===== config.mk =====
export PLATFORM = sky130hd
export DESIGN_NAME = thermo_fine_encoder
export DESIGN_NICKNAME = d
export VERILOG_FILES = /design/src/rtl/thermo_fine_pkg.sv /design/src/rtl/tap_sync.sv /design/src/rtl/fine_search.sv /design/src/rtl/fine_out_stage.sv /design/src/rtl/thermo_fine_encoder.sv
export SDC_FILE = /design/constraint.sdc
export NUM_CORES = 1
export LEC_CHECK = 0
export CORE_ASPECT_RATIO = 1.25
export CORE_UTILIZATION = 40
export CTS_CLUSTER_SIZE = 16
export DETAILED_ROUTE_END_ITERATION = 10
export DONT_BUFFER_PORTS = 1
export GPL_TIMING_DRIVEN = 0
export PLACE_DENSITY = 0.57
export SYNTH_ARGS = -nofsm -noshare
export SYNTH_HDL_FRONTEND = slang
export SYNTH_SLANG_ARGS = --single-unit

===== constraint.sdc =====
create_clock -name clk -period 2.3 [get_ports clk]
set_input_delay 0.575 -clock clk [delete_from_list [all_inputs] [get_ports clk]]
set_output_delay 0.575 -clock clk [all_outputs]
set_load 0.005 [all_outputs]

===== src/rtl/thermo_fine_pkg.sv =====
package thermo_fine_pkg;
  // Per-sample side information carried alongside the search pipeline.
  typedef struct packed {
    logic hit;   // entry tap was low: a hit is present
    logic full;  // far-end tap was low: line ran out
  } fine_flags_t;
endpackage


===== src/rtl/tap_sync.sv =====
module tap_sync #(
  parameter int W = 64
) (
  input  logic         clk,
  input  logic         rst_n,
  input  logic [W-1:0] d,
  output logic [W-1:0] q
);
  logic [W-1:0] first_q;

  // Both stages reset to the idle (all high) line state.
  always_ff @(posedge clk or negedge rst_n) begin
    if (!rst_n) begin
      first_q <= '1;
      q       <= '1;
    end else begin
      first_q <= d;
      q       <= first_q;
    end
  end
endmodule


===== src/rtl/fine_search.sv =====
module fine_search
  import thermo_fine_pkg::*;
#(
  parameter int N  = 64,
  parameter int CW = $clog2(N)
) (
  input  logic          clk,
  input  logic          rst_n,
  input  logic [N-1:0]  vec_i,
  input  fine_flags_t   flags_i,
  output logic [CW-1:0] acc_o,
  output fine_flags_t   flags_o
);
  // Stage i settles code bit CW-1-i, MSB first, by probing the tap just
  // below the candidate count.
  for (genvar i = 0; i < CW; i++) begin : g_step
    localparam int BIT = CW - 1 - i;
    localparam logic [CW-1:0] MASK = CW'(1) << BIT;

    logic [CW-1:0] acc_in;
    logic [N-1:0]  vec_in;
    fine_flags_t   fl_in;
    logic [CW-1:0] cand;
    logic [CW-1:0] probe;
    logic [CW-1:0] acc_nx;
    logic [CW-1:0] acc_r;
    fine_flags_t   fl_r;

    if (i == 0) begin : g_head
      assign acc_in = '0;
      assign vec_in = vec_i;
      assign fl_in  = flags_i;
    end else begin : g_body
      assign acc_in = g_step[i-1].acc_r;
      assign vec_in = g_step[i-1].g_keep.vec_r;
      assign fl_in  = g_step[i-1].fl_r;
    end

    always_comb begin
      cand   = acc_in | MASK;
      probe  = cand - CW'(1);
      acc_nx = vec_in[probe] ? acc_in : cand;
    end

    always_ff @(posedge clk or negedge rst_n) begin
      if (!rst_n) begin
        acc_r <= '0;
        fl_r  <= '0;
      end else begin
        acc_r <= acc_nx;
        fl_r  <= fl_in;
      end
    end

    // The tap vector is only needed by the stages that follow.
    if (i < CW - 1) begin : g_keep
      logic [N-1:0] vec_r;
      always_ff @(posedge clk or negedge rst_n) begin
        if (!rst_n) vec_r <= '1;
        else        vec_r <= vec_in;
      end
    end
  end

  assign acc_o   = g_step[CW-1].acc_r;
  assign flags_o = g_step[CW-1].fl_r;
endmodule


===== src/rtl/fine_out_stage.sv =====
module fine_out_stage
  import thermo_fine_pkg::*;
#(
  parameter int N  = 64,
  parameter int CW = $clog2(N)
) (
  input  logic          clk,
  input  logic          rst_n,
  input  logic [CW-1:0] acc_i,
  input  fine_flags_t   flags_i,
  output logic [CW-1:0] code_o,
  output logic          valid_o,
  output logic          ovf_o
);
  localparam logic [CW-1:0] CODE_MAX = CW'(N - 1);

  logic [CW-1:0] code_nx;

  always_comb begin
    if (!flags_i.hit)      code_nx = '0;
    else if (flags_i.full) code_nx = CODE_MAX;
    else                   code_nx = acc_i;
  end

  always_ff @(posedge clk or negedge rst_n) begin
    if (!rst_n) begin
      code_o  <= '0;
      valid_o <= 1'b0;
      ovf_o   <= 1'b0;
    end else begin
      code_o  <= code_nx;
      valid_o <= flags_i.hit;
      ovf_o   <= flags_i.hit & flags_i.full;
    end
  end
endmodule


===== src/rtl/thermo_fine_encoder.sv =====
module thermo_fine_encoder
  import thermo_fine_pkg::*;
#(
  parameter int N = 64,
  localparam int CW = $clog2(N)
) (
  input  logic          clk,
  input  logic          rst_n,
  input  logic [N-1:0]  tap,
  output logic [CW-1:0] fine_code,
  output logic          fine_valid,
  output logic          chain_overflow
);
  logic [N-1:0]  tap_s;
  fine_flags_t   flags_s;
  logic [CW-1:0] acc_f;
  fine_flags_t   flags_f;

  tap_sync #(.W(N)) u_sync (
    .clk   (clk),
    .rst_n (rst_n),
    .d     (tap),
    .q     (tap_s)
  );

  assign flags_s.hit  = ~tap_s[0];
  assign flags_s.full = ~tap_s[N-1];

  fine_search #(.N(N), .CW(CW)) u_search (
    .clk     (clk),
    .rst_n   (rst_n),
    .vec_i   (tap_s),
    .flags_i (flags_s),
    .acc_o   (acc_f),
    .flags_o (flags_f)
  );

  fine_out_stage #(.N(N), .CW(CW)) u_out (
    .clk     (clk),
    .rst_n   (rst_n),
    .acc_i   (acc_f),
    .flags_i (flags_f),
    .code_o  (fine_code),
    .valid_o (fine_valid),
    .ovf_o   (chain_overflow)
  );
endmodule


# Word-level counts from Yosys, hierarchy flattened
# Index checks and enable logic that the tools add are counted.
# op_classes
addsub	5
magnitude_cmp	5
n_mux	18
n_bitwise	3
# op_table
operator	count
less-than comparator 6 x 7 -> 1 bit (second input constant)	5
binary-select mux 1 bit (select 6 bit)	5
subtractor 6 x 1 -> 6 bit (second input constant)	5
two-way mux 6 bit	3
two-way mux 1 bit	6
two-way mux 5 bit	1
two-way mux 4 bit	1
two-way mux 3 bit	1
two-way mux 2 bit	1
inverter 1 bit	2
bitwise AND 1 bit	1
# totals
reg_bits	504
in_bits	66
output_inout_bits	8

# Longest topological paths before layout
# depth
depth_word	4
mapped_depth	7
ltp_nobuf	5

# Cells and area by module
# From an unflattened synthesis, not the netlist that was laid out.
# unflattened
cells_unflattened	490
hier_area_um2	11755.0
# by_module_without_submodules
module	n_inst	cells_per_inst	area_each_um2	seq_area_each_um2
fine_search	1	345	8132.8	7604.8
tap_sync	1	128	3363.2	3363.2
fine_out_stage	1	15	251.5	200.2
thermo_fine_encoder	1	2	7.5	0.0

# Least setup slack after synthesis
# OpenSTA, ideal clock, no wires.
# synth_timing
kind	reg-to-reg
start	register u_search.g_step[3].acc_r[2]
end	register u_search.g_step[4].acc_r[1]
setup_ns	0.064
arrival_time_ns	1.467
setup_slack_ns	0.769
stages_incl_launch_ff	4
n_path_buf	0
period_less_slack_ns	1.531
path_cell_list	dfrtp_1 -> mux4_1 -> mux4_2 -> inv_1
# synth_between
elab_chain_cells	4
# synth_lines
element	line	text
start: declaration	fine_search.sv:26	logic [CW-1:0] acc_r;
start signal: assignment	fine_search.sv:50	acc_r <= acc_nx;
subtractor 6 x 1 -> 6 bit	fine_search.sv:41	probe = cand - CW'(1);
binary-select mux 1 bit (select 6 bit)	fine_search.sv:42	acc_nx = vec_in[probe] ? acc_in : cand;
two-way mux 1 bit (not written as such)	fine_search.sv:42	
two-way mux 2 bit	fine_search.sv:42	
named net u_search.g_step[4].acc_nx[1]	fine_search.sv:25	logic [CW-1:0] acc_nx;
end signal: assignment	fine_search.sv:50	
end: declaration	fine_search.sv:26	
# The timed path passes the listed nets, and every way through them passes these cells. The select of a mux whose other input is x is not followed.

# Final worst setup path
# layout_timing
start	register u_search.g_step[4].acc_r[2]
end	register u_search.g_step[5].acc_r[0] (netlist: u_search.acc_o[0])
# layout_between
elab_chain_cells	4
# layout_lines
element	line
subtractor 6 x 1 -> 6 bit	fine_search.sv:41
binary-select mux 1 bit (select 6 bit)	fine_search.sv:42
two-way mux 1 bit (not written as such)	fine_search.sv:42
two-way mux 1 bit	fine_search.sv:42
named net u_search.g_step[5].acc_nx[0]	fine_search.sv:25
end signal: assignment	fine_search.sv:50
end: declaration	fine_search.sv:26
# The timed path passes the listed nets, and every way through them passes these cells. The select of a mux whose other input is x is not followed.

==> flow_metrics.py <==
metrics = {
    "pwr": {
        "power_share_of_the_sequential_group_pct": 56.8,
        "p_sw_mw": 2.76,
        "power_density_mw_per_mm2": 1090,
        "irDropWorstVdd_mv": 0.847,
        "power_leakage_nw": 5.43,
        "p_total_mw": 14.7,
        "power.share.switching_pct": 18.8,
        "p_int_mw": 11.9,
        "comb_power_share_pct": 1.4,
        "pwr-share-clk_pct": 41.8,
    },
    "sta": {
        "finalSetupViolations": 0,
        "finalClockSkew_ns": 0.0132,
        "worst_slew_margin_relative_to_its_limit_pct": 59.6,
        "final_min_period_over_clock_period_pct": 83.9,
        "totalNegativeSetupSlack_ns": 0,
        "fin_hold_ws_ns": -0.219,
        "fmax_mhz": 518,
        "finalHoldViolCount": 51,
        "slew_viols_final": 0,
        "worst_slew_pin_slew_ns": 0.605,
        "final.min_clock_period_ns": 1.93,
        "rsz0062_at_grt": "false",
    },
    "route": {
        "route.detailed.wl_per_inst_um": 13.8,
        "route.met3.wl_um": 708,
        "wl_met1_mm": 4.99,
        "top_layer_used": "met4",
        "detail_route.drc_violations": 0,
        "wl_met2_mm": 6.96,
        "total_via_count_in_the_routed_design": 3816,
        "post_detailed_route_via_to_cell_ratio": 4.02,
        "firstDrtPassIters": 4,
        "drt-initial-drc-count": 191,
        "routed_wirelength_mm": 13.1,
        "route.antenna.remaining_nets": 0,
    },
    "setup_path": {
        "critical_path_required_ns": 2.69,
        "path_cells": "buf_2 -> buf_2 -> mux2i_1 -> a21oi_1 -> nand3_1 -> nand2_1 -> a311oi_1",
        "max_fanout_on_critical_path": 10,
        "critPathKind": "reg2reg",
        "max_stage_delay_ns": 0.38,
        "worstSetupStartpointType": "flop",
        "path_common_cell": "buf_2",
        "crit_slowest_cell": "dfrtp_1",
        "endpoint_kind": "flop",
        "critPathArrivalTime_ns": 2.32,
    },
    "logic_synthesis": {
        "ys_ff_latch": 427,
        "synth_flop_cell": "dfstp_2",
        "synth.largest_area_cell": "dfstp_2",
        "synth_area_per_cell_um2": 24.0,
        "yosys_warnings": 0,
        "netlist_instances": 490,
        "synth_sequential_area_ratio_pct": 95.0,
        "yosysTopAreaCellShare_pct": 86.3,
        "synthMostInstantiatedCell": "dfstp_2",
        "cell_types_with_the_largest_area_share_after_synthesis": "dfstp_2 86%, dfrtp_1 8.7%, mux2i_1 1.5%",
        "netlist_top_cells_count": "386 x dfstp_2, 41 x dfrtp_1, 18 x mux2i_1",
        "synth.distinct_cells": 19,
        "netlist_area_mm2": 0.0118,
        "syn_nets": 556,
        "async_flop_share_pct": 100,
        "synth_enable_flop_cells": 0,
    },
    "cells_and_area": {
        "nNetsFinal": 597,
        "antenna_cells_inserted": 0,
        "syn2layout_area_growth_pct": 14.8,
        "finalCoreUtilization_pct": 47.1,
        "final_layout_size_suffix_gt1_share_pct": 80.7,
    },
    "status": {
        "failing_checks": "negative hold slack",
        "outcome": "finished with violations",
    },
    "grt": {
        "number_of_global_route_vias_before_repair": 4353,
        "grt_antenna_before_repair": 0,
        "grt.total_usage_pct": 9.30,
        "pin_count_of_the_biggest_net_entering_global_routing": 428,
        "globalRoute.totalOverflow": 0,
        "first_pass_grt_wire_length_mm": 21.9,
    },
    "placed_design": {
        "dp_wirelength_mm": 7.13,
        "placement.io_buffers": 0,
        "finalWeightedCongestion": 0.684,
    },
    "flow_run": {
        "max_cap_violations": 0,
    },
    "clocking": {
        "cts_made_buffers": 39,
        "tritoncts": "yes",
        "clock_tree.htree_level_count": 2,
        "cts.clk_slew.worst_paths_ns": 0.06,
        "postCtsResizedCells": 0,
        "clock_root_buffer": "clkbuf_16",
        "clkSinkCount": 427,
        "cts_setup_buffers": 0,
        "clock_insertion_delay_worst_skew_ns": 0.51,
        "cts-root-to-sink-buffers": 3,
    },
    "floorplan": {
        "die_area_mm2": 0.0301,
        "ios": 74,
        "core_area_mm2": 0.0287,
        "floorplan.die.height_um": 194,
        "floorplan.die.width_um": 155,
        "floorplan.initialDensity_pct": 41.0,
        "placementRows": 69,
    },
    "worst_hold_path": {
        "hold_path.class": "in2async",
    },
}
==> path summary, 6_finish.rpt <==
kind	startpoint	to	slack [ns]	cells past startpoint
max	u_search.g_step[4].acc_r[2]	u_search.acc_o[0]	0.37	7
min	rst_n	u_search.g_step[1].acc_r[4]	-0.22	0
max reg2reg	u_search.g_step[4].acc_r[2]	u_search.acc_o[0]	0.37	7
min reg2reg	u_search.g_step[4].fl_r[1]	u_search.flags_o[1]	0.34	0
max in group asynchronous	rst_n	u_sync.q[40]	2.01	0
min in group clk	tap[53]	u_sync.first_q[53]	0.06	0
==> placed cells by master (no fill, tap or decap), types with 3 or more instances in the layout <==
cell,n
mux4_1,4
a22oi_1,4
inv_1,5
a21oi_1,3
clkbuf_1,10
clkinv_2,4
mux4_2,4
clkbuf_16,40
nand2_1,6
clkbuf_8,9
o21a_1,6
dfstp_2,386
inv_6,3
dfrtp_1,41
mux2i_1,18
==> cell type report <==
cell class / instances / area (µm²)
buffer: 2 / 10.0
clock buffer: 59 / 1160
clock inverter: 10 / 95.1
fill: 2341 / 15200
inverter: 5 / 18.8
multi-input combinational: 56 / 558
sequential: 427 / 11200
tap: 390 / 488
==> state kept, by name (all words and copies together), names as in the netlist <==
name                          flops
u_out.code_o                      6
u_out.ovf_o                       1
u_out.valid_o                     1
u_search.acc_o                    6
u_search.flags_o                  2
u_search.g_step.acc_r            15
u_search.g_step.fl_r             10
u_search.g_step.g_keep.vec_r    258
u_sync.first_q                   64
u_sync.q                         64
==> power groups by stage <==
stage / Clock, mW / Combinational, mW / Sequential (mW)
floorplan: 0 / 0.159 / 8.40
global placement: 0 / 0.204 / 8.44
detailed placement: 0 / 0.207 / 8.47
CTS: 6.42 / 0.208 / 8.36
global route: 6.72 / 0.219 / 8.39
finish: 6.14 / 0.200 / 8.35
==> layer usage <==
layer,GRT usage (%),up-vias
met5,0,-
met4,4.43,0
met3,2.59,32
met2,16.0,96
met1,10.7,2027
li1,-,1661
==> cell families after synthesis <==
family / count (synthesis) / share of synthesized area (%)
muxes: 26 / 3.19
DFF: 427 / 95.0
and+or+nand+nor: 15 / 0.649
buffers and inverters: 7 / 0.245
AOI/OAI and AO/OA: 15 / 0.905
==> stage by stage <==
step	worst slack [ns]	cell area, µm²	std cells
6_report	0.371	13500	949
5_1_grt	0.149	13500	949
4_1_cts	0.265	13500	949
3_5_place_dp	0.279	12200	880
3_3_place_gp	0.348	12200	880
2_1_floorplan	0.769	11800	490
==> worst max-delay path: cells and delay by family, from the launching register on <==
kind / cells / cell delay, ns
buffers and inverters: 2 / 0.62
DFF: 1 / 0.38
AOI/OAI and AO/OA: 2 / 0.34
muxes: 1 / 0.33
and+or+nand+nor: 2 / 0.14
Power figures use the tool's default switching activity.
